File: config.mk
export PLATFORM = sky130hd
export DESIGN_NAME = page_map
export DESIGN_NICKNAME = d
export VERILOG_FILES = /design/src/rtl/page_map_pkg.sv /design/src/rtl/pm_table.sv /design/src/rtl/pm_rights_check.sv /design/src/rtl/page_map.sv
export SDC_FILE = /design/constraint.sdc
export NUM_CORES = 2
export LEC_CHECK = 0
export ABC_AREA = 1
export BUFFER_PORTS_ARGS = -buffer_cell sky130_fd_sc_hd__buf_2
export CAP_MARGIN = 20
export CELL_PAD_IN_SITES_DETAIL_PLACEMENT = 0
export CELL_PAD_IN_SITES_GLOBAL_PLACEMENT = 1
export CORE_MARGIN = 2
export CORE_UTILIZATION = 44
export DETAILED_ROUTE_END_ITERATION = 8
export GPL_ROUTABILITY_DRIVEN = 0
export PLACE_DENSITY = 0.75
export REMOVE_ABC_BUFFERS = 1
export SLEW_MARGIN = 20
export SYNTH_ARGS = -nofsm -noshare
export SYNTH_HDL_FRONTEND = slang
export SYNTH_SLANG_ARGS = --single-unit
export TNS_END_PERCENT = 20
File: constraint.sdc
create_clock -name clk_i -period 1.6 [get_ports clk_i]
set_input_delay 0.32 -clock clk_i [delete_from_list [all_inputs] [get_ports clk_i]]
set_output_delay 0.32 -clock clk_i [all_outputs]
set_load 0.005 [all_outputs]
File: src/rtl/page_map_pkg.sv
package page_map_pkg;
  typedef enum logic [1:0] {
    ACC_FETCH = 2'b00,
    ACC_READ  = 2'b01,
    ACC_WRITE = 2'b10,
    ACC_WRX   = 2'b11
  } acc_e;

  typedef enum logic [1:0] {
    RT_OPEN   = 2'b00,
    RT_NOWR   = 2'b01,
    RT_RDONLY = 2'b10,
    RT_NONE   = 2'b11
  } rights_e;

  localparam int unsigned RIGHTS_W = 2;
endpackage

File: src/rtl/pm_table.sv
module pm_table #(
  parameter int unsigned IDX_W  = 8,
  parameter int unsigned DATA_W = 8,
  parameter bit          ID_RST = 1'b0
) (
  input  logic              clk_i,
  input  logic              rst_ni,
  input  logic              we_i,
  input  logic [IDX_W-1:0]  widx_i,
  input  logic [DATA_W-1:0] wdata_i,
  input  logic [IDX_W-1:0]  ridx_i,
  output logic [DATA_W-1:0] rdata_o
);
  localparam int unsigned DEPTH = 1 << IDX_W;

  logic [DATA_W-1:0] mem_q [DEPTH];

  for (genvar g = 0; g < DEPTH; g++) begin : g_ent
    localparam logic [DATA_W-1:0] RST_VAL = ID_RST ? DATA_W'(g) : '0;
    always_ff @(posedge clk_i or negedge rst_ni) begin
      if (!rst_ni)                            mem_q[g] <= RST_VAL;
      else if (we_i && widx_i == IDX_W'(g))   mem_q[g] <= wdata_i;
    end
  end

  assign rdata_o = mem_q[ridx_i];
endmodule

File: src/rtl/pm_rights_check.sv
module pm_rights_check
  import page_map_pkg::*;
(
  input  logic [1:0] code_i,
  input  logic [1:0] type_i,
  output logic       deny_o
);
  logic is_fetch, is_read, is_write;

  assign is_fetch = (type_i == ACC_FETCH);
  assign is_read  = (type_i == ACC_READ);
  assign is_write = !is_fetch && !is_read;

  always_comb begin
    unique case (rights_e'(code_i))
      RT_OPEN:   deny_o = 1'b0;
      RT_NOWR:   deny_o = is_write;
      RT_RDONLY: deny_o = !is_read;
      default:   deny_o = 1'b1;
    endcase
  end
endmodule

File: src/rtl/page_map.sv
module page_map
  import page_map_pkg::*;
#(
  parameter int unsigned PAGE_W  = 8,
  parameter int unsigned OFS_W   = 9,
  parameter int unsigned RPAGE_W = 8
) (
  input  logic                       clk_i,
  input  logic                       rst_ni,
  input  logic                       req_valid_i,
  input  logic [PAGE_W+OFS_W-1:0]    vaddr_i,
  input  logic [1:0]                 acc_type_i,
  input  logic                       priv_i,
  input  logic                       map_en_i,
  input  logic                       cfg_we_i,
  input  logic                       cfg_sel_i,
  input  logic [PAGE_W-1:0]          cfg_idx_i,
  input  logic [RPAGE_W-1:0]         cfg_data_i,
  output logic                       mem_valid_o,
  output logic [RPAGE_W+OFS_W-1:0]   raddr_o,
  output logic                       trap_o,
  output logic [PAGE_W-1:0]          trap_page_o,
  output logic [1:0]                 trap_type_o
);
  localparam int unsigned VA_W = PAGE_W + OFS_W;
  localparam int unsigned RA_W = RPAGE_W + OFS_W;

  logic [PAGE_W-1:0]   vpage;
  logic [OFS_W-1:0]    vofs;
  logic [RPAGE_W-1:0]  rpage;
  logic [RIGHTS_W-1:0] code;
  logic                deny, viol, accept;
  logic [RA_W-1:0]     xlat;

  assign vpage = vaddr_i[VA_W-1:OFS_W];
  assign vofs  = vaddr_i[OFS_W-1:0];

  pm_table #(.IDX_W(PAGE_W), .DATA_W(RPAGE_W), .ID_RST(1'b1)) u_map (
    .clk_i, .rst_ni,
    .we_i   (cfg_we_i && !cfg_sel_i),
    .widx_i (cfg_idx_i),
    .wdata_i(cfg_data_i),
    .ridx_i (vpage),
    .rdata_o(rpage)
  );

  pm_table #(.IDX_W(PAGE_W), .DATA_W(RIGHTS_W), .ID_RST(1'b0)) u_rights (
    .clk_i, .rst_ni,
    .we_i   (cfg_we_i && cfg_sel_i),
    .widx_i (cfg_idx_i),
    .wdata_i(cfg_data_i[RIGHTS_W-1:0]),
    .ridx_i (vpage),
    .rdata_o(code)
  );

  pm_rights_check u_chk (
    .code_i(code),
    .type_i(acc_type_i),
    .deny_o(deny)
  );

  assign viol   = req_valid_i && !priv_i && deny;
  assign accept = req_valid_i && !viol;
  assign xlat   = map_en_i ? {rpage, vofs} : RA_W'(vaddr_i);

  always_ff @(posedge clk_i or negedge rst_ni) begin
    if (!rst_ni) begin
      mem_valid_o <= 1'b0;
      trap_o      <= 1'b0;
      raddr_o     <= '0;
      trap_page_o <= '0;
      trap_type_o <= '0;
    end else begin
      mem_valid_o <= accept;
      trap_o      <= viol;
      if (accept) raddr_o <= xlat;
      trap_page_o <= viol ? vpage : '0;
      trap_type_o <= viol ? acc_type_i : '0;
    end
  end

  a_r2_one_result: assert property (@(posedge clk_i) disable iff (!rst_ni)
    req_valid_i |=> (mem_valid_o ^ trap_o));
  a_r2_idle_quiet: assert property (@(posedge clk_i) disable iff (!rst_ni)
    !req_valid_i |=> (!mem_valid_o && !trap_o));
  a_r7_priv_no_trap: assert property (@(posedge clk_i) disable iff (!rst_ni)
    (req_valid_i && priv_i) |=> !trap_o);
  a_r3_ofs_pass: assert property (@(posedge clk_i) disable iff (!rst_ni)
    req_valid_i |=> (trap_o || raddr_o[OFS_W-1:0] == $past(vofs)));
  a_r4_flat: assert property (@(posedge clk_i) disable iff (!rst_ni)
    (req_valid_i && !map_en_i) |=> (trap_o || raddr_o == RA_W'($past(vaddr_i))));
  a_r8_trap_page: assert property (@(posedge clk_i) disable iff (!rst_ni)
    req_valid_i |=> (!trap_o || trap_page_o == $past(vpage)));
  a_r8_quiet_fields: assert property (@(posedge clk_i) disable iff (!rst_ni)
    !trap_o |-> (trap_page_o == '0 && trap_type_o == '0));
endmodule

==> results by group <==
Logic synthesis
  – Xor/xnor share of the synthesized area: 0%
  – Dominant combinational cell family by area after synthesis: simple AND/OR/NAND/NOR gates
  – Synthesized netlist cell count: between 10000 and 15000
  – Post-synthesis compound-gate area fraction: between 10% and 20%
  – Number of warnings reported in the yosys synthesis log: 0
  – Multiplexer share of the synthesized area: 0%
  – Synth Register Bits: approximately 2600
  – Fraction of the yosys area taken by sequential cells: between 50% and 60%
  – Share of synthesized cell area in and, or, nand and nor gates: between 20% and 30%
  – Cell variety after synth: 25
  – Per-instance average area after synthesis: between 8 and 9 um^2
  – Post-synthesis share of cell area spent on full adders, half adders and majority gates: 0%
  – Netlist area before placement: between 0.1 and 0.15 mm^2

Floorplanning
  – Area of the placeable core: ~0.27 mm^2
  – Die boundary width: around 520 um
  – Y dimension of the die: between 500 and 600 um
  – Cell row count: 190
  – Overall die area: 0.275 mm^2
  – Effective utilization at floorplan: roughly 44%
  – IO Pins: ~70

Detailed routing
  – DRC violations left: 0
  – Average wire per standard cell: 22.6 um
  – Via density per instance: 5.76
  – Wirelength, routed: 425 mm
  – DRT Pass-1 Iters: 8
  – Final antenna-violating net count: 0
  – Count of routing violations after the opening detailed-route iteration: around 12000
  – Vias after detailed routing: between 100k and 150k

Power
  – Highest ir drop seen on vdd: ~0.00086 V
  – Cell leakage power: 60.3 nW
  – Total power draw: approximately 150 mW
  – Power density over cell area: approximately 1100 mW/mm^2

Cells and area
  – Proportion of layout cells with a drive suffix above 1: 21.5%
  – Filler cell count: 24500
  – Final non-filler cell total: ~19000
  – Number of nets in the finished design: around 15000
  – Area added between synthesis and finish: 21.9%

GRT
  – Global-route wire length before repair: about 650 mm
  – Maximum number of pins on one net before global-route repair: 87
  – Antenna violations before repair: 8
  – Overflow left after global routing: 0
  – Via count of the first global-routing pass: around 110k
  – Global-route total usage across every layer: a little under a third

STA
  – Worst Tran Pin Value: 0.538 ns
  – Worst hold slack after final layout: around 0.053 ns
  – Fin crit period: 2.05 ns
  – Total negative setup slack: -15.46 ns
  – Setup repair after global routing missed its margin: yes
  – Slew headroom: 64.1%
  – Fin. Hold Viols: 0
  – F_max: between 400 and 500 MHz
  – Setup WS post-layout: -0.452 ns
  – Final count of negative-setup-slack endpoints: 58
  – Worst-case clock skew: 0.0290 ns
  – Tcrit/Tclk final: 128%
  – Number of max-slew violations in the final report: 0

Clock tree
  – Deepest clock path buffer count: 4
  – Htree depth: 5
  – Latest clock arrival within the worst-skew pair: 0.90 ns
  – Clock-pin slew on the worst setup and hold paths: ~0.06 ns
  – TritonCTS clock tree: done
  – Inserted Clock Buffers: roughly 300
  – CTS Root Buffer Type: clkbuf_16
  – # clock sinks: around 2600

Place
  – Setup Slack @ Placement: -1.55 ns
  – Buffers on Ports: 70
  – HPWL after DPL: 281 mm
  – Number of instances in the placed design: ~18000

Worst hold path
  – Hold Path Class: input port to flop

Run
  – Max-cap check violation count: 0

Outcome
  – Failing checks: setup timing
  – Outcome: finished, violations left

Setup path
  – Data arrival time of the worst path: between 2 and 3 ns
  – Slowest-stage cell, CP: buf_16
  – Largest fanout on the critical path: 46
  – Ordered list of cells on the worst path: buf_8 -> inv_12 -> buf_12 -> buf_16 -> buf_4 -> o21ai_0 -> o22ai_1 -> nand2_1 -> nand3_1 -> nand3_1 -> nand3_1 -> nand3_2 -> nand2_1 -> nand2_1 -> nand3_2 -> nand3_1 -> nand2_1
  – Path type of the worst setup path: input port to flop
  – Endpoint kind of the worst setup timing path: flop
  – CP startpoint kind: input port
  – CP Data Required Time: 2.45 ns
  – Critical Path Max Stage Delay: between 0.2 and 0.3 ns
## final cells by class
cell class | count | area, um^2 | area share, %
multi-input cells | 10500 | 48600 | 33.5
clock inverters | 91 | 955 | 0.658
flip-flops and latches | 2589 | 66100 | 45.6
repair buffers | 1524 | 15800 | 10.9
well taps | 3552 | 4440 | 3.06
diodes | 2 | 5.00 | 0.00345
inverters | 84 | 439 | 0.303
clock buffers | 447 | 8690 | 5.99
## sequential cells by signal (all words and copies together) (netlist names)
name            flops
trap_page_o         8
mem_valid_o         1
u_rights.mem_q    512
raddr_o            17
trap_type_o         2
u_map.mem_q      2048
trap_o              1
## logic make-up (layout without fill, tap and decap cells)
kind of cell,Yosys count,count (layout)
compound gates,3730,3730
buf+inv,1322,2146
flops,2589,2589
other cells,0,2
simple gates,6779,6779
## cells in the mapped netlist
| cell | number | area, um^2 |
|---|---|---|
| a21oi_1 | 32 | 160 |
| buf_1 | 92 | 345 |
| buf_2 | 264 | 1320 |
| buf_4 | 73 | 548 |
| buf_6 | 30 | 338 |
| clkbuf_1 | 777 | 2920 |
| clkbuf_2 | 2 | 10.0 |
| clkinv_1 | 4 | 15.0 |
| dfrtp_1 | 1565 | 39200 |
| dfstp_2 | 1024 | 26900 |
| inv_1 | 77 | 289 |
| inv_2 | 2 | 7.51 |
| inv_6 | 1 | 8.76 |
| nand2_1 | 4114 | 15400 |
| nand2_2 | 1 | 6.26 |
| nand3_1 | 1784 | 8930 |
| nand3b_1 | 1 | 7.51 |
| nor2_1 | 870 | 3270 |
| nor3_1 | 8 | 40.0 |
| o211ai_1 | 62 | 465 |
| o21ai_0 | 3217 | 16100 |
| o21ai_1 | 103 | 515 |
| o221ai_1 | 66 | 578 |
| o22ai_1 | 250 | 1560 |
| or2_2 | 1 | 6.26 |
## layer usage
layer	GRT usage, %	share of wire, %
met2	48.0	46
met4	12.4	4.5
met1	42.6	43
met5	0	0.015
met3	4.07	7.0
## stage by stage
stage	instance area [um^2]	utilization (%)
CTS	144000	53.6
global route	145000	54.0
floorplan	113000	-
finish	145000	54.0
global placement	133000	49.7
detailed placement	133000	49.7
## critical path, delay by kind of cell
kind	cells	cell delay, ns
AND/OR/NAND/NOR	10	1.10
buffers and inverters	5	1.09
AO/OA/AOI/OAI	2	0.24
## power breakdown
part	switching, mW	internal, mW	leakage (nW)	total (mW)
clock	28.2	39.9	4.76	68.0
sequential	1.08	67.9	32.3	69.0
combinational	10.4	5.37	23.2	15.8
## layout by cell type, fill, tap and decap left out, types with 20 or more instances in the layout
cell / instances
nand2_1: 4070
o21ai_0: 3183
nand3_1: 1607
dfrtp_1: 1559
buf_4: 1082
dfstp_2: 1024
nor2_1: 837
buf_12: 327
clkbuf_16: 307
o22ai_1: 247
nand3_2: 151
o21ai_1: 129
clkbuf_1: 85
inv_1: 67
o221ai_1: 65
o211ai_1: 62
clkbuf_8: 62
buf_2: 57
clkinv_2: 53
a21oi_1: 28
nand3_4: 26
nand2_2: 26
dlygate4sd3_1: 21
buf_6: 20
## final timing paths
path,start,endpoint,cells past startpoint,slack (ns)
min in group asynchronous,rst_ni,u_rights.mem_q[329],3,0.12
max reg2reg,u_rights.mem_q[341],raddr_o[9],15,-0.44
max in group asynchronous,rst_ni,u_map.mem_q[777],5,0.67
min,cfg_data_i[1],u_rights.mem_q[499],4,0.05
min reg2reg,u_map.mem_q[1387],u_map.mem_q[1387],2,0.48
max,vaddr_i[10],raddr_o[12],17,-0.45
## repair_timing
item / 4_1_cts / 5_1_grt
gates resized for setup: 121 / 239
hold buffers: 21 / 0
gates cloned: 0 / 6
endpoints found under the hold margin: 1877 / 0
endpoints found under the setup margin: 58 / 58
pin swaps: 22 / 89
setup buffers: 0 / 11
Power figures use the tool's default switching activity.
